--- src/rtl/keyled_pkg.sv ---
package keyled_pkg;
  typedef enum logic [1:0] {
    ST_IDLE = 2'b00,
    ST_REC  = 2'b01,
    ST_PLAY = 2'b10,
    ST_WIPE = 2'b11
  } op_state_e;
endpackage

--- src/rtl/press_timer.sv ---
module press_timer #(
  parameter int LONG_TICKS  = 1536000,
  parameter int SHORT_TICKS = 768000,
  localparam int CW = $clog2(LONG_TICKS + 1)
) (
  input  logic clk,
  input  logic rst_n,
  input  logic key_n,
  input  logic thr_short,
  output logic sys_rst_o,
  output logic play_rst_o
);
  logic [CW-1:0] cnt_q, cnt_d, lim_m1;
  logic          fired_q, fired_d;
  logic          sys_d, play_d, sys_q, play_q;

  // last held-cycle count before the threshold is reached
  assign lim_m1 = thr_short ? CW'(SHORT_TICKS - 1) : CW'(LONG_TICKS - 1);

  always_comb begin
    cnt_d   = cnt_q;
    fired_d = fired_q;
    sys_d   = 1'b0;
    play_d  = 1'b0;
    if (!key_n) begin
      if (!fired_q) begin
        if (cnt_q >= lim_m1) begin
          sys_d   = 1'b1;
          fired_d = 1'b1;
          cnt_d   = '0;
        end else begin
          cnt_d = cnt_q + 1'b1;
        end
      end
    end else begin
      play_d  = (cnt_q != '0) && !fired_q;
      cnt_d   = '0;
      fired_d = 1'b0;
    end
  end

  always_ff @(posedge clk or negedge rst_n) begin
    if (!rst_n) begin
      cnt_q   <= '0;
      fired_q <= 1'b0;
      sys_q   <= 1'b0;
      play_q  <= 1'b0;
    end else begin
      cnt_q   <= cnt_d;
      fired_q <= fired_d;
      sys_q   <= sys_d;
      play_q  <= play_d;
    end
  end

  assign sys_rst_o  = sys_q;
  assign play_rst_o = play_q;
endmodule

--- src/rtl/blink_gen.sv ---
module blink_gen #(
  parameter int HALF = 96000
) (
  input  logic clk,
  input  logic rst_n,
  input  logic run,
  output logic phase_o
);
  logic phase_q, phase_d;

  generate
    if (HALF > 1) begin : g_count
      localparam int HW = $clog2(HALF);
      logic [HW-1:0] cnt_q, cnt_d;
      always_comb begin
        cnt_d   = '0;
        phase_d = 1'b1;
        if (run) begin
          if (cnt_q == HW'(HALF - 1)) begin
            cnt_d   = '0;
            phase_d = !phase_q;
          end else begin
            cnt_d   = cnt_q + 1'b1;
            phase_d = phase_q;
          end
        end
      end
      always_ff @(posedge clk or negedge rst_n) begin
        if (!rst_n) cnt_q <= '0;
        else        cnt_q <= cnt_d;
      end
    end else begin : g_toggle
      always_comb phase_d = run ? !phase_q : 1'b1;
    end
  endgenerate

  always_ff @(posedge clk or negedge rst_n) begin
    if (!rst_n) phase_q <= 1'b1;
    else        phase_q <= phase_d;
  end

  assign phase_o = phase_q;
endmodule

--- src/rtl/led_select.sv ---
module led_select
  import keyled_pkg::*;
(
  input  logic      clk,
  input  logic      rst_n,
  input  op_state_e state,
  input  logic      level_hi,
  input  logic      blink,
  output logic      led_oe_o
);
  logic oe_d, oe_q;

  always_comb begin
    case (state)
      ST_IDLE: oe_d = 1'b0;
      ST_REC:  oe_d = 1'b1;
      ST_PLAY: oe_d = level_hi;
      ST_WIPE: oe_d = blink;
      default: oe_d = 1'b0;
    endcase
  end

  always_ff @(posedge clk or negedge rst_n) begin
    if (!rst_n) oe_q <= 1'b0;
    else        oe_q <= oe_d;
  end

  assign led_oe_o = oe_q;
endmodule

--- src/rtl/keyled_ctrl.sv ---
module keyled_ctrl
  import keyled_pkg::*;
#(
  parameter int TICKS_PER_SEC = 384000
) (
  input  logic       clk,
  input  logic       rst_n,
  input  logic       key_n,
  input  logic       thr_short,
  input  logic [1:0] op_state,
  input  logic       level_hi,
  output logic       sys_rst,
  output logic       play_rst,
  output logic       led_oe,
  output logic       led_lvl
);
  localparam int LONG_TICKS  = 4 * TICKS_PER_SEC;
  localparam int SHORT_TICKS = 2 * TICKS_PER_SEC;
  localparam int FLASH_HALF  = (TICKS_PER_SEC / 4 > 0) ? TICKS_PER_SEC / 4 : 1;

  op_state_e st;
  logic      blink;

  assign st = op_state_e'(op_state);

  press_timer #(
    .LONG_TICKS (LONG_TICKS),
    .SHORT_TICKS(SHORT_TICKS)
  ) u_press (
    .clk       (clk),
    .rst_n     (rst_n),
    .key_n     (key_n),
    .thr_short (thr_short),
    .sys_rst_o (sys_rst),
    .play_rst_o(play_rst)
  );

  blink_gen #(.HALF(FLASH_HALF)) u_blink (
    .clk    (clk),
    .rst_n  (rst_n),
    .run    (st == ST_WIPE),
    .phase_o(blink)
  );

  led_select u_led (
    .clk     (clk),
    .rst_n   (rst_n),
    .state   (st),
    .level_hi(level_hi),
    .blink   (blink),
    .led_oe_o(led_oe)
  );

  assign led_lvl = 1'b0;
endmodule

--- config.mk ---
export PLATFORM = sky130hd
export DESIGN_NAME = keyled_ctrl
export DESIGN_NICKNAME = d
export VERILOG_FILES = /design/src/rtl/keyled_pkg.sv /design/src/rtl/press_timer.sv /design/src/rtl/blink_gen.sv /design/src/rtl/led_select.sv /design/src/rtl/keyled_ctrl.sv
export SDC_FILE = /design/constraint.sdc
export NUM_CORES = 1
export LEC_CHECK = 0
export BUFFER_PORTS_ARGS = -buffer_cell sky130_fd_sc_hd__buf_2
export CORE_MARGIN = 3
export CORE_UTILIZATION = 45
export CTS_BUF_LIST = sky130_fd_sc_hd__clkbuf_2
export DETAILED_ROUTE_END_ITERATION = 10
export GPL_ROUTABILITY_DRIVEN = 1
export GPL_TIMING_DRIVEN = 0
export SLEW_MARGIN = 10
export SYNTH_ARGS = -nofsm -noshare
export SYNTH_HDL_FRONTEND = slang
export SYNTH_SLANG_ARGS = --single-unit
--- constraint.sdc ---
create_clock -name clk -period 2.9 [get_ports clk]
set_input_delay 0.145 -clock clk [delete_from_list [all_inputs] [get_ports clk]]
set_output_delay 0.145 -clock clk [all_outputs]
set_load 0.01 [all_outputs]
# After elaboration in Yosys (flattened, before gate mapping)
# Index checks and enable logic that the tools add are counted.
dict set report op_classes {
  mux 15
  n_addsub 2
  n_lt_le_gt_ge 1
  n_reduce_logical 5
  eq_ne 6
}
# cell n
set ops {}
lappend ops {{21-bit 2-to-1 mux} 4}
lappend ops {{17-bit 2-to-1 mux} 2}
lappend ops {{21-bit by 1-bit adder with 21-bit output, second input constant} 1}
lappend ops {{21-bit >= comparator} 1}
lappend ops {{21-bit nonzero test} 1}
lappend ops {{17-bit by 1-bit adder with 17-bit output, second input constant} 1}
lappend ops {{17-bit == test, second input constant} 1}
lappend ops {{1-bit 2-to-1 mux} 8}
lappend ops {{2-bit == test, second input constant} 2}
lappend ops {{2-bit inequality test, second input constant} 2}
lappend ops {{1-bit one-hot mux with 4 select lines} 1}
lappend ops {{2-bit by 1-bit == test with 1-bit output, second input constant} 1}
lappend ops {{1-bit zero test} 2}
lappend ops {{2-bit zero test} 1}
lappend ops {{1-bit logical AND} 1}
dict set report totals {
  out_inout_bits 4
  inputBits 7
  register_bits 43
  word_cells 36
}

# Depth between registers and ports, before layout
# Gate-level depths: netlist of the first run.
dict set report logic_depth {
  depth_word 5
  depth_mapped 10
  mapped_depth_nobuf 8
}

# Cells and area by module
# Synthesis of the first run repeated with hierarchy kept, for this count alone.
dict set report hier_totals {
  cells_unflattened 277
  area_unflattened_um2 2597.5
}
# module instances area_each_um2 seq_area_each_um2 cells_per_inst
set by_module_without_submodules {}
lappend by_module_without_submodules {press_timer 1 1599.0 600.6 180}
lappend by_module_without_submodules {blink_gen 1 940.9 451.7 90}
lappend by_module_without_submodules {led_select 1 40.0 25.0 4}
lappend by_module_without_submodules {keyled_ctrl 1 17.5 0.0 3}

# Worst setup path after synthesis of the first run
# Ideal clock, no wire load.
dict set report synth_path {
  path_kind {reg-to-reg}
  from {register u_press.cnt_q[15]}
  to {register u_press.cnt_q[19]}
  setup_slack_ns 0.815
  synth_period_minus_slack_ns 2.085
  path_stages_with_launch 8
  path_buffers 0
  t_arrival_ns 2.016
  path_cell_list {dfrtp_1 ha_1 a21oi_1 o21ai_1 a221oi_1 nand2_1 or4_1 nand3_1}
}
dict set report synth_via {
  elab_chain_len 4
}
# item line_no
set synth_lines {}
lappend synth_lines {{from (decl)} press_timer.sv:13} ;# logic [CW-1:0] cnt_q, cnt_d, lim_m1;
lappend synth_lines {{from (signal assigned)} press_timer.sv:49} ;# cnt_q <= cnt_d;
lappend synth_lines {{21-bit by 1-bit adder with 21-bit output or 21-bit >= comparator (tied branches)} {press_timer.sv:32, press_timer.sv:27}}
lappend synth_lines {{21-bit 2-to-1 mux (*)} press_timer.sv:27} ;# if (cnt_q >= lim_m1) begin
lappend synth_lines {{21-bit 2-to-1 mux (*)} press_timer.sv:26} ;# if (!fired_q) begin
lappend synth_lines {{21-bit 2-to-1 mux (*)} press_timer.sv:25} ;# if (!key_n) begin
# Mark *: on every way between the ends. The rest lies on a longest branch, timed or not. The select of a mux whose other input is x is not followed.
# A chain may end at the register's enable or synchronous reset.

# Worst setup path in the final report of the first run
# Same ends and word-level chain as after synthesis.

==> results.py, run 1 <==
metrics = {
    "outcome": {
        "status": "complete, no violations",
    },
    "sta": {
        "slew_headroom_pct": 34.9,
        "rsz0062_at_grt": "no",
        "finalSetupTns_ps": 0,
        "fin_worst_skew_ps": 15.7,
        "final.min_clock_period_ps": 2440,
        "fmax_mhz": 410,
        "finalMaxSlewViolations": 0,
        "period_share_pct": 84.2,
        "worst_slew_pin_slew_ps": 977,
        "fin_hold_ws_ps": 263,
        "setup_viol": 0,
        "hold_viol_final": 0,
    },
    "placement": {
        "place_congestion": 0.795,
        "port_buffers": 9,
        "hpwl_mm": 3.43,
        "dp_cells": 342,
    },
    "die": {
        "core_um2": 5140,
        "initial_core_util_pct": 46.9,
        "die_area_um2": 6280,
        "core.rowCount": 26,
        "die_height_um": 79.2,
        "num_io_pins": 11,
        "die_w_um": 79.2,
    },
    "detailed_routing": {
        "dr_wl_met2_mm": 2.42,
        "ant_nets": 0,
        "met3_length_um": 112,
        "wirelength_mm": 4.99,
        "drc_errors": 0,
        "viasPerCell": 5.36,
        "vias": 1902,
        "first_pass_iters": 7,
        "drt-initial-drc-count": 73,
        "topRoutingLayerUsed": "met4",
        "wirelength_met1_mm": 2.42,
        "wire_per_inst_um": 14.1,
    },
    "final_layout": {
        "diodes": 0,
        "finalCoreUtilization_pct": 51.3,
        "instances_no_fill": 355,
        "layout-drive-gt1-share_pct": 11.2,
        "syn_to_final_growth_pct": 9.34,
        "nNetsFinal": 301,
        "fillers": 497,
    },
    "worst_setup_path": {
        "crit_path_start_kind": "flip-flop",
        "crit_type": "reg -> reg",
        "crit_buf_inv": 0,
        "slowest_delay_ps": 570,
        "path_cells": "ha_1 > a21oi_1 > o21ai_1 > a221oi_1 > nand2_1 > or4_1 > nand3_1",
        "critPathMaxFanout": 9,
        "cp_data_arrival_time_ps": 2800,
        "cp_slowest_cell": "or4_1",
        "critical_path_required_ps": 3260,
        "critPathTopFamily": "simple AND/OR/NAND/NOR gates",
        "crit_path_end_kind": "flip-flop",
    },
    "global_route": {
        "grt-ovfl-total": 0,
        "antenna_found_initial": 0,
        "grt_pass1_wl_mm": 8.69,
        "grt_max_degree": 44,
        "grt_util_all_layers_pct": 17.6,
        "grt_pass1_vias": 1889,
    },
    "logic_synthesis": {
        "syn_area_per_cell_um2": 9.17,
        "syn_area_um2": 2410,
        "syn-instance-count": 263,
        "ys_types": 45,
        "async_flop_share_pct": 100,
        "ys_seq_area_share_pct": 44.7,
        "synth-edff-count": 0,
        "ys_warn_count": 0,
        "synth_fp_nets": 280,
        "synth-seq-cells": 43,
        "synthFlopType": "dfrtp_1",
    },
    "power": {
        "power.density_nw_per_um2": 362,
        "p_leak_nw": 1.16,
        "ir_drop_mv": 0.166,
        "total_power_mw": 0.954,
    },
    "clock_tree": {
        "cts_buffers": 5,
        "cts_tree": "built",
        "cts_max_level": 2,
        "path_clk_slew_ps": 220,
        "cts_resized": 0,
        "cts-root-buf": "clkbuf_2",
        "clock_tree.buffer_depth": 2,
        "cts_num_sinks": 43,
        "insertion_delay_ps": 410,
    },
    "job": {
        "drv_cap": 0,
    },
    "worst_hold_path": {
        "hp-class": "in -> reg",
    },
}
Yosys cell counts (2+ instances only):
master | n | area share [%]
a21o_1 | 2 | 0.62
a21oi_1 | 18 | 3.7
a311oi_1 | 2 | 0.73
a31oi_1 | 8 | 2.1
a41oi_1 | 2 | 0.73
and2_1 | 3 | 0.78
and3_1 | 7 | 1.8
buf_2 | 5 | 1.0
clkbuf_1 | 3 | 0.47
dfrtp_1 | 42 | 44
ha_1 | 10 | 5.2
inv_1 | 9 | 1.4
nand2_1 | 27 | 4.2
nand2b_1 | 5 | 1.3
nand3_1 | 26 | 5.4
nand4_1 | 2 | 0.52
nor2_1 | 25 | 3.9
nor3_1 | 6 | 1.2
nor3b_1 | 2 | 0.62
nor4_1 | 6 | 1.6
o21ai_0 | 10 | 2.1
o21ai_1 | 2 | 0.41
or3_1 | 2 | 0.52
xnor2_1 | 6 | 2.2
xor2_1 | 13 | 4.7
cell type report:
cell class	count	area, um^2	share of cell area [%]
repair buffers	14	95.1	3.61
well taps	70	87.6	3.32
plain buffers	9	43.8	1.66
clock buffers	6	30.0	1.14
multi-input cells	202	1260	47.7
flip-flops and latches	43	1080	40.8
inverters	9	33.8	1.28
clock inverters	2	12.5	0.474
metrics by stage:
stage          area (um^2)  setup slack (ps)
4_1_cts               2640               456
5_1_grt               2640               228
3_5_place_dp          2540               502
3_3_place_gp          2540               519
2_1_floorplan         2410               815
6_report              2640               460
placed cells by master, fill, tap and decap left out, types with 2 or more instances in the layout:
cell type      instances
buf_2                 14
a31oi_1                8
clkbuf_2               6
or3_1                  2
ha_1                  10
nor4_1                 6
a41oi_1                2
nor3_1                 6
xor2_1                13
a311oi_1               2
nor3b_1                2
a21oi_1               18
nand4_1                2
nand2_1               27
dlygate4sd3_1          5
and3_1                 7
nand2b_1               5
clkbuf_1               3
xnor2_1                6
nor2_1                25
dfrtp_1               42
o21ai_1                2
o21ai_0               10
nand3_1               26
a21o_1                 2
inv_1                  9
and2_1                 3
tightest hold or removal path: stages:
cell	delay [ps]
buf_2	100
clkbuf_1	230
inv_1	130
a311oi_1	50
registers in the layout (all words and copies together), names as in the netlist:
register	cells
u_press.cnt_q	21
u_blink.g_count.cnt_q	17
u_blink.phase_o	1
u_led.led_oe_o	1
u_press.fired_q	1
u_press.play_rst_o	1
u_press.sys_rst_o	1
power breakdown:
group / internal, mW / switching, mW
combinational: 0.0263 / 0.0466
clock: 0.0615 / 0.204
sequential: 0.608 / 0.00831
total: 0.696 / 0.259
logic make-up (layout without fill, tap and decap cells):
family / Yosys count / in the layout / synth area share, %
flip-flops: 43 / 43 / 44.7
AO/OA/AOI/OAI: 48 / 48 / 11.8
buffers and inverters: 18 / 40 / 3.22
AND/OR/NAND/NOR: 124 / 124 / 28.1
adder cells (fa/ha/maj): 10 / 10 / 5.19
other: 1 / 1 / 0.155
XOR/XNOR: 19 / 19 / 6.90
layer usage:
layer	vias to the layer above	global-route usage (%)
met5	-	0
met1	902	22.9
met4	0	5.15
met2	20	30.0
met3	5	3.17
li1	975	-
final timing paths:
kind,startpoint,endpoint,slack (ps),cells after the start
max,u_press.cnt_q[15],u_press.cnt_q[19],460,7
min,key_n,u_press.play_rst_o,260,4
max reg2reg,u_press.cnt_q[15],u_press.cnt_q[19],460,7
min reg2reg,u_press.cnt_q[17],u_press.cnt_q[17],540,1
max in group asynchronous,rst_n,u_blink.g_count.cnt_q[10],1890,2
min in group asynchronous,rst_n,u_press.cnt_q[18],390,2
timing repair:
action,CTS,global route
hold endpoints to repair,44,0
hold buffers,5,0
endpoints found under the setup margin,0,0
buffers inserted,0,0
(Power assumes the default switching activity.)
==> run 2, diff against run 1 <==
==> constraint.sdc (replaced) <==
create_clock -name clk -period 2.3 [get_ports clk]
set_input_delay 0.115 -clock clk [delete_from_list [all_inputs] [get_ports clk]]
set_output_delay 0.115 -clock clk [all_outputs]
set_load 0.01 [all_outputs]
==> results.py, run 2 (same netlist as run 1, synthesis figures left out) <==
metrics = {
    "detailed_routing": {
        "drc_errors": 0,
        "wire_per_inst_um": 14.1,
        "viasPerCell": 5.33,
        "vias": 1935,
        "drt-initial-drc-count": 74,
        "ant_nets": 0,
        "first_pass_iters": 7,
        "wirelength_mm": 5.13,
    },
    "worst_setup_path": {
        "endpoint": "u_press.cnt_q[19]",
        "r2r_slack_ps": 130,
        "r2r_cells": 6,
        "crit_type": "reg -> reg",
        "r2r_end": "u_press.cnt_q[19]",
        "slowest_delay_ps": 530,
        "critPathMaxFanout": 6,
        "cp_slowest_cell": "dfrtp_1",
        "crit_start": "u_press.cnt_q[19]",
        "path_depth": 6,
        "timing.rr.start": "u_press.cnt_q[19]",
        "path_cells": "ha_1 > a21o_1 > a221oi_2 > nand2_2 > or4_1 > nand3_1",
        "critPathTopFamily": "simple AND/OR/NAND/NOR gates",
        "crit_path_start_kind": "flip-flop",
        "crit_buf_inv": 0,
        "cp_data_arrival_time_ps": 2530,
        "crit_path_end_kind": "flip-flop",
        "critical_path_required_ps": 2660,
    },
    "placement": {
        "hpwl_mm": 3.43,
        "place_congestion": 0.795,
        "port_buffers": 9,
    },
    "final_layout": {
        "layout-drive-gt1-share_pct": 16.4,
        "diodes": 0,
        "nNetsFinal": 309,
        "most-common-layout-cells": "dfrtp_1 (39), nand3_1 (26), nand2_1 (26)",
        "largest_reg_flops": 21,
        "largest-register": "u_press.cnt_q",
        "reg.largest.list": "u_press.cnt_q (21), u_blink.g_count.cnt_q (17)",
        "syn_to_final_growth_pct": 13.8,
        "finalCoreUtilization_pct": 53.4,
        "layout_commonest_cell": "dfrtp_1",
    },
    "job": {
        "drv_cap": 0,
    },
    "sta": {
        "fmax_mhz": 461,
        "rsz0062_at_grt": "yes",
        "fin_worst_skew_ps": 8.90,
        "worst_slew_pin_slew_ps": 982,
        "fin_hold_ws_ps": 51.1,
        "slew_headroom_pct": 34.5,
        "finalMaxSlewViolations": 0,
        "period_share_pct": 94.4,
        "final.min_clock_period_ps": 2170,
        "hold_viol_final": 0,
        "setup_viol": 0,
    },
    "power": {
        "total_power_mw": 1.21,
        "ir_drop_mv": 0.209,
        "p_leak_nw": 1.22,
        "power.density_nw_per_um2": 440,
    },
    "clock_tree": {
        "cts_buffers": 5,
        "insertion_delay_ps": 400,
        "cts_num_sinks": 43,
        "cts_max_level": 2,
        "cts-root-buf": "clkbuf_2",
        "path_clk_slew_ps": 220,
        "cts_tree": "built",
        "clock_tree.buffer_depth": 2,
    },
    "die": {
        "die_area_um2": 6280,
        "die_height_um": 79.2,
        "core_um2": 5140,
        "core.rowCount": 26,
        "num_io_pins": 11,
        "initial_core_util_pct": 46.9,
        "die_w_um": 79.2,
    },
    "global_route": {
        "grt_util_all_layers_pct": 17.6,
        "grt-ovfl-total": 0,
        "grt_max_degree": 44,
        "antenna_found_initial": 0,
        "grt_pass1_wl_mm": 8.67,
        "grt_pass1_vias": 1882,
    },
    "worst_hold_path": {
        "hp-class": "in -> reg",
        "hp-start": "key_n",
    },
    "outcome": {
        "status": "complete, no violations",
    },
}
## run 2: cell count changes in the layout (fill, tap and decap cells not counted), moves of 2 or more
| cell | before | now |
|---|---|---|
| dfrtp_2 | 0 | 3 |
| dfrtp_1 | 42 | 39 |
| buf_4 | 1 | 11 |
| buf_2 | 14 | 12 |
## run 2: routing by layer
layer | vias up | wire, um | GRT usage [%]
li1 | 991 | - | -
met5 | - | 0 | 0
met2 | 25 | 2500 | 29.9
met1 | 913 | 2440 | 22.9
met3 | 6 | 133 | 3.17
met4 | 0 | 53 | 5.15
## run 2: how the worst min path moves through the flow
stage / to / cells past startpoint
after floorplan: u_blink.g_count.cnt_q[0] / 0
after global placement: u_blink.phase_o / 2
after detailed placement: u_blink.phase_o / 2
after CTS: u_press.cnt_q[8] / 4
after global routing: u_press.cnt_q[12] / 4
final: u_press.cnt_q[12] / 4
## run 2: area by class of cell
class | count | area (um^2)
Buffer | 8 | 52.6
Clock buffer | 6 | 30.0
Clock inverter | 2 | 12.5
Fill cell | 494 | 2390
Inverter | 9 | 33.8
Multi-Input combinational cell | 202 | 1280
Sequential cell | 43 | 1080
Tap cell | 70 | 87.6
Timing Repair Buffer | 23 | 163
## run 2: where the power goes
| group | internal (mW) | switching, mW | leakage [nW] | total, mW |
|---|---|---|---|---|
| Sequential | 0.766 | 0.0105 | 0.585 | 0.777 |
| Combinational | 0.0392 | 0.0605 | 0.610 | 0.0997 |
| Clock | 0.0775 | 0.253 | 0.0290 | 0.331 |
## run 2: repair_timing
action / 4_1_cts / 5_1_grt
setup endpoints to repair: 10 / 15
hold endpoints to repair: 44 / 0
setup buffers: 0 / 9
pin swaps: 0 / 4
hold buffers: 5 / 0
gates resized for setup: 4 / 9
## run 2: worst min-delay path, delay by kind of cell
family / cells / cell delay, ps
buffers and inverters: 1 / 90
AOI/OAI and AO/OA: 2 / 130
and+or+nand+nor: 1 / 100
## run 2: per-stage QoR
stage	instances	TNS, ps	setup WS, ps	instance area (um^2)
3_5_place_dp	342	-150	-97.7	2540
5_1_grt	363	-18.7	-13.0	2750
2_1_floorplan	263	0	215	2410
4_1_cts	355	0	4.32	2650
6_report	363	0	129	2750
3_3_place_gp	342	-210	-80.8	2540
==> run 3, diff against run 2 <==
--- a/config.mk
+++ b/config.mk
@@ -7,11 +7,12 @@
 export LEC_CHECK = 0
 export BUFFER_PORTS_ARGS = -buffer_cell sky130_fd_sc_hd__buf_2
 export CORE_MARGIN = 3
-export CORE_UTILIZATION = 45
+export CORE_UTILIZATION = 55
 export CTS_BUF_LIST = sky130_fd_sc_hd__clkbuf_2
 export DETAILED_ROUTE_END_ITERATION = 10
 export GPL_ROUTABILITY_DRIVEN = 1
 export GPL_TIMING_DRIVEN = 0
+export PLACE_DENSITY = 0.72
 export SLEW_MARGIN = 10
 export SYNTH_ARGS = -nofsm -noshare
 export SYNTH_HDL_FRONTEND = slang
==> results.py, run 3 (same netlist as run 1, synthesis figures left out) <==
metrics = {
    "worst_setup_path": {
        "cp_data_arrival_time_ps": 2480,
        "r2r_cells": 9,
        "slowest_delay_ps": 500,
        "cp_slowest_cell": "dfrtp_2",
        "timing.rr.start": "u_press.cnt_q[12]",
        "critical_path_required_ps": 2610,
        "crit_type": "reg -> reg",
        "r2r_slack_ps": 120,
        "crit_path_start_kind": "flip-flop",
        "crit_start": "u_press.cnt_q[12]",
        "path_cells": "ha_1 > nand2_1 > nor4_4 > a311oi_2 > and2_1 > clkbuf_4 > buf_6 > a21oi_1 > a31oi_1",
        "critPathMaxFanout": 10,
        "r2r_end": "u_press.cnt_q[10]",
        "crit_path_end_kind": "flip-flop",
    },
    "clock_tree": {
        "path_clk_slew_ps": 210,
        "cts_max_level": 2,
        "clock_tree.buffer_depth": 2,
        "cts-root-buf": "clkbuf_2",
        "cts_tree": "built",
        "cts_buffers": 5,
        "insertion_delay_ps": 400,
        "cts_num_sinks": 43,
    },
    "sta": {
        "setup_viol": 0,
        "hold_viol_final": 0,
        "fmax_mhz": 459,
        "finalMaxSlewViolations": 0,
        "period_share_pct": 94.7,
        "fin_worst_skew_ps": 10.2,
        "slew_headroom_pct": 36.4,
        "final.min_clock_period_ps": 2180,
        "worst_slew_pin_slew_ps": 954,
    },
    "die": {
        "die_height_um": 72.2,
        "core_um2": 4120,
        "die_w_um": 72.2,
        "num_io_pins": 11,
        "die_area_um2": 5220,
        "initial_core_util_pct": 58.6,
        "core.rowCount": 23,
    },
    "final_layout": {
        "largest-register": "u_press.cnt_q",
        "reg.largest.list": "u_press.cnt_q (21), u_blink.g_count.cnt_q (17)",
        "nNetsFinal": 305,
        "largest_reg_flops": 21,
        "multi_input_area_um2": 1300,
        "syn_to_final_growth_pct": 14.2,
        "layout-drive-gt1-share_pct": 17.0,
        "seqCellArea_um2": 1080,
        "fillers": 345,
        "layout_commonest_cell": "dfrtp_1",
        "most-common-layout-cells": "dfrtp_1 (38), nand3_1 (26), nand2_1 (26)",
        "diodes": 0,
        "finalCoreUtilization_pct": 66.9,
    },
    "global_route": {
        "busiest_layer": "met2",
        "antenna_found_initial": 0,
        "use_met1_pct": 28.9,
        "use_met2_pct": 33.1,
        "grt.met3_usage_pct": 2.91,
        "grt_pass1_wl_mm": 8.56,
        "grt_pass1_vias": 1845,
        "grt-ovfl-total": 0,
        "grt_util_all_layers_pct": 20.9,
        "grt_max_degree": 44,
    },
    "placement": {
        "port_buffers": 9,
        "place_congestion": 0.861,
        "hpwl_mm": 3.34,
    },
    "power": {
        "total_power_mw": 1.42,
        "ir_drop_mv": 0.257,
        "power.density_nw_per_um2": 516,
        "p_leak_nw": 1.23,
    },
    "detailed_routing": {
        "viasPerCell": 5.81,
        "wire_per_inst_um": 15.0,
        "vias": 1969,
        "drc_errors": 0,
        "wirelength_mm": 5.09,
        "drt-initial-drc-count": 110,
        "first_pass_iters": 4,
        "ant_nets": 0,
    },
    "worst_hold_path": {
        "hold_end": "u_press.cnt_q[16]",
        "hold_depth": 4,
        "hp-class": "in -> reg",
        "hp-start": "key_n",
    },
    "job": {
        "drv_cap": 0,
    },
    "outcome": {
        "status": "complete, no violations",
    },
}
-- run 3: cell count changes in the layout (fill, tap and decap cells not counted), sizes merged --
cell      previous run  this run
buf                 24        19
clkinv               1         0
clkinvlp             1         0
bufinv               0         2
clkbuf               8         9
-- run 3: where the power goes --
group	internal, mW	leakage (nW)	total [mW]	switching (mW)
sequential	0.766	0.583	0.777	0.0112
clock	0.297	0.0532	0.543	0.246
combinational	0.0388	0.598	0.101	0.0621
-- run 3: repair_timing --
| item | CTS | global route |
|---|---|---|
| endpoints found under the setup margin | 10 | 16 |
| hold buffers | 5 | 0 |
| endpoints found under the hold margin | 44 | 0 |
| pin swaps | 0 | 3 |
| gates resized for setup | 4 | 13 |
| setup buffers | 1 | 4 |
-- run 3: how the worst max path moves through the flow --
stage / end / cells past startpoint
detailed placement: u_press.cnt_q[19] / 7
CTS: u_press.cnt_q[20] / 8
global placement: u_press.cnt_q[19] / 7
finish: u_press.cnt_q[10] / 9
floorplan: u_press.cnt_q[19] / 7
global route: u_press.cnt_q[4] / 9
-- run 3: routing by layer --
metal / up-vias / routed length (um)
met5: - / 0
met4: 0 / 64
met3: 9 / 159
met2: 27 / 2460
met1: 950 / 2400
li1: 983 / -
-- run 3: layout make-up --
cell class              count  share of cell area [%]
clock buffers               6                    1.09
well taps                  50                    2.27
flip-flops and latches     43                    39.3
plain buffers               8                    1.77
multi-input cells         202                    47.3
clock inverters             2                    2.18
inverters                   9                    1.23
repair buffers             19                    4.82
-- run 3: stage by stage --
stage          setup WS (ps)  instances  hold WS [ps]  TNS (ps)  cell area (um^2)
6_report                 122        339          54.6         0              2750
5_1_grt                -16.8        339          34.6     -33.6              2750
2_1_floorplan            215        263          -181         0              2410
3_3_place_gp           -30.0        322           311     -30.0              2520
3_5_place_dp           -40.1        322           312     -43.3              2520
4_1_cts                 37.6        336           112         0              2680
-- run 3: critical path, delay by kind of cell (launching register included) --
kind / cells / cell delay, ps
DFF: 1 / 500
buffers and inverters: 2 / 340
adders and majority gates: 1 / 300
AOI/OAI and AO/OA: 3 / 360
and+or+nand+nor: 3 / 580
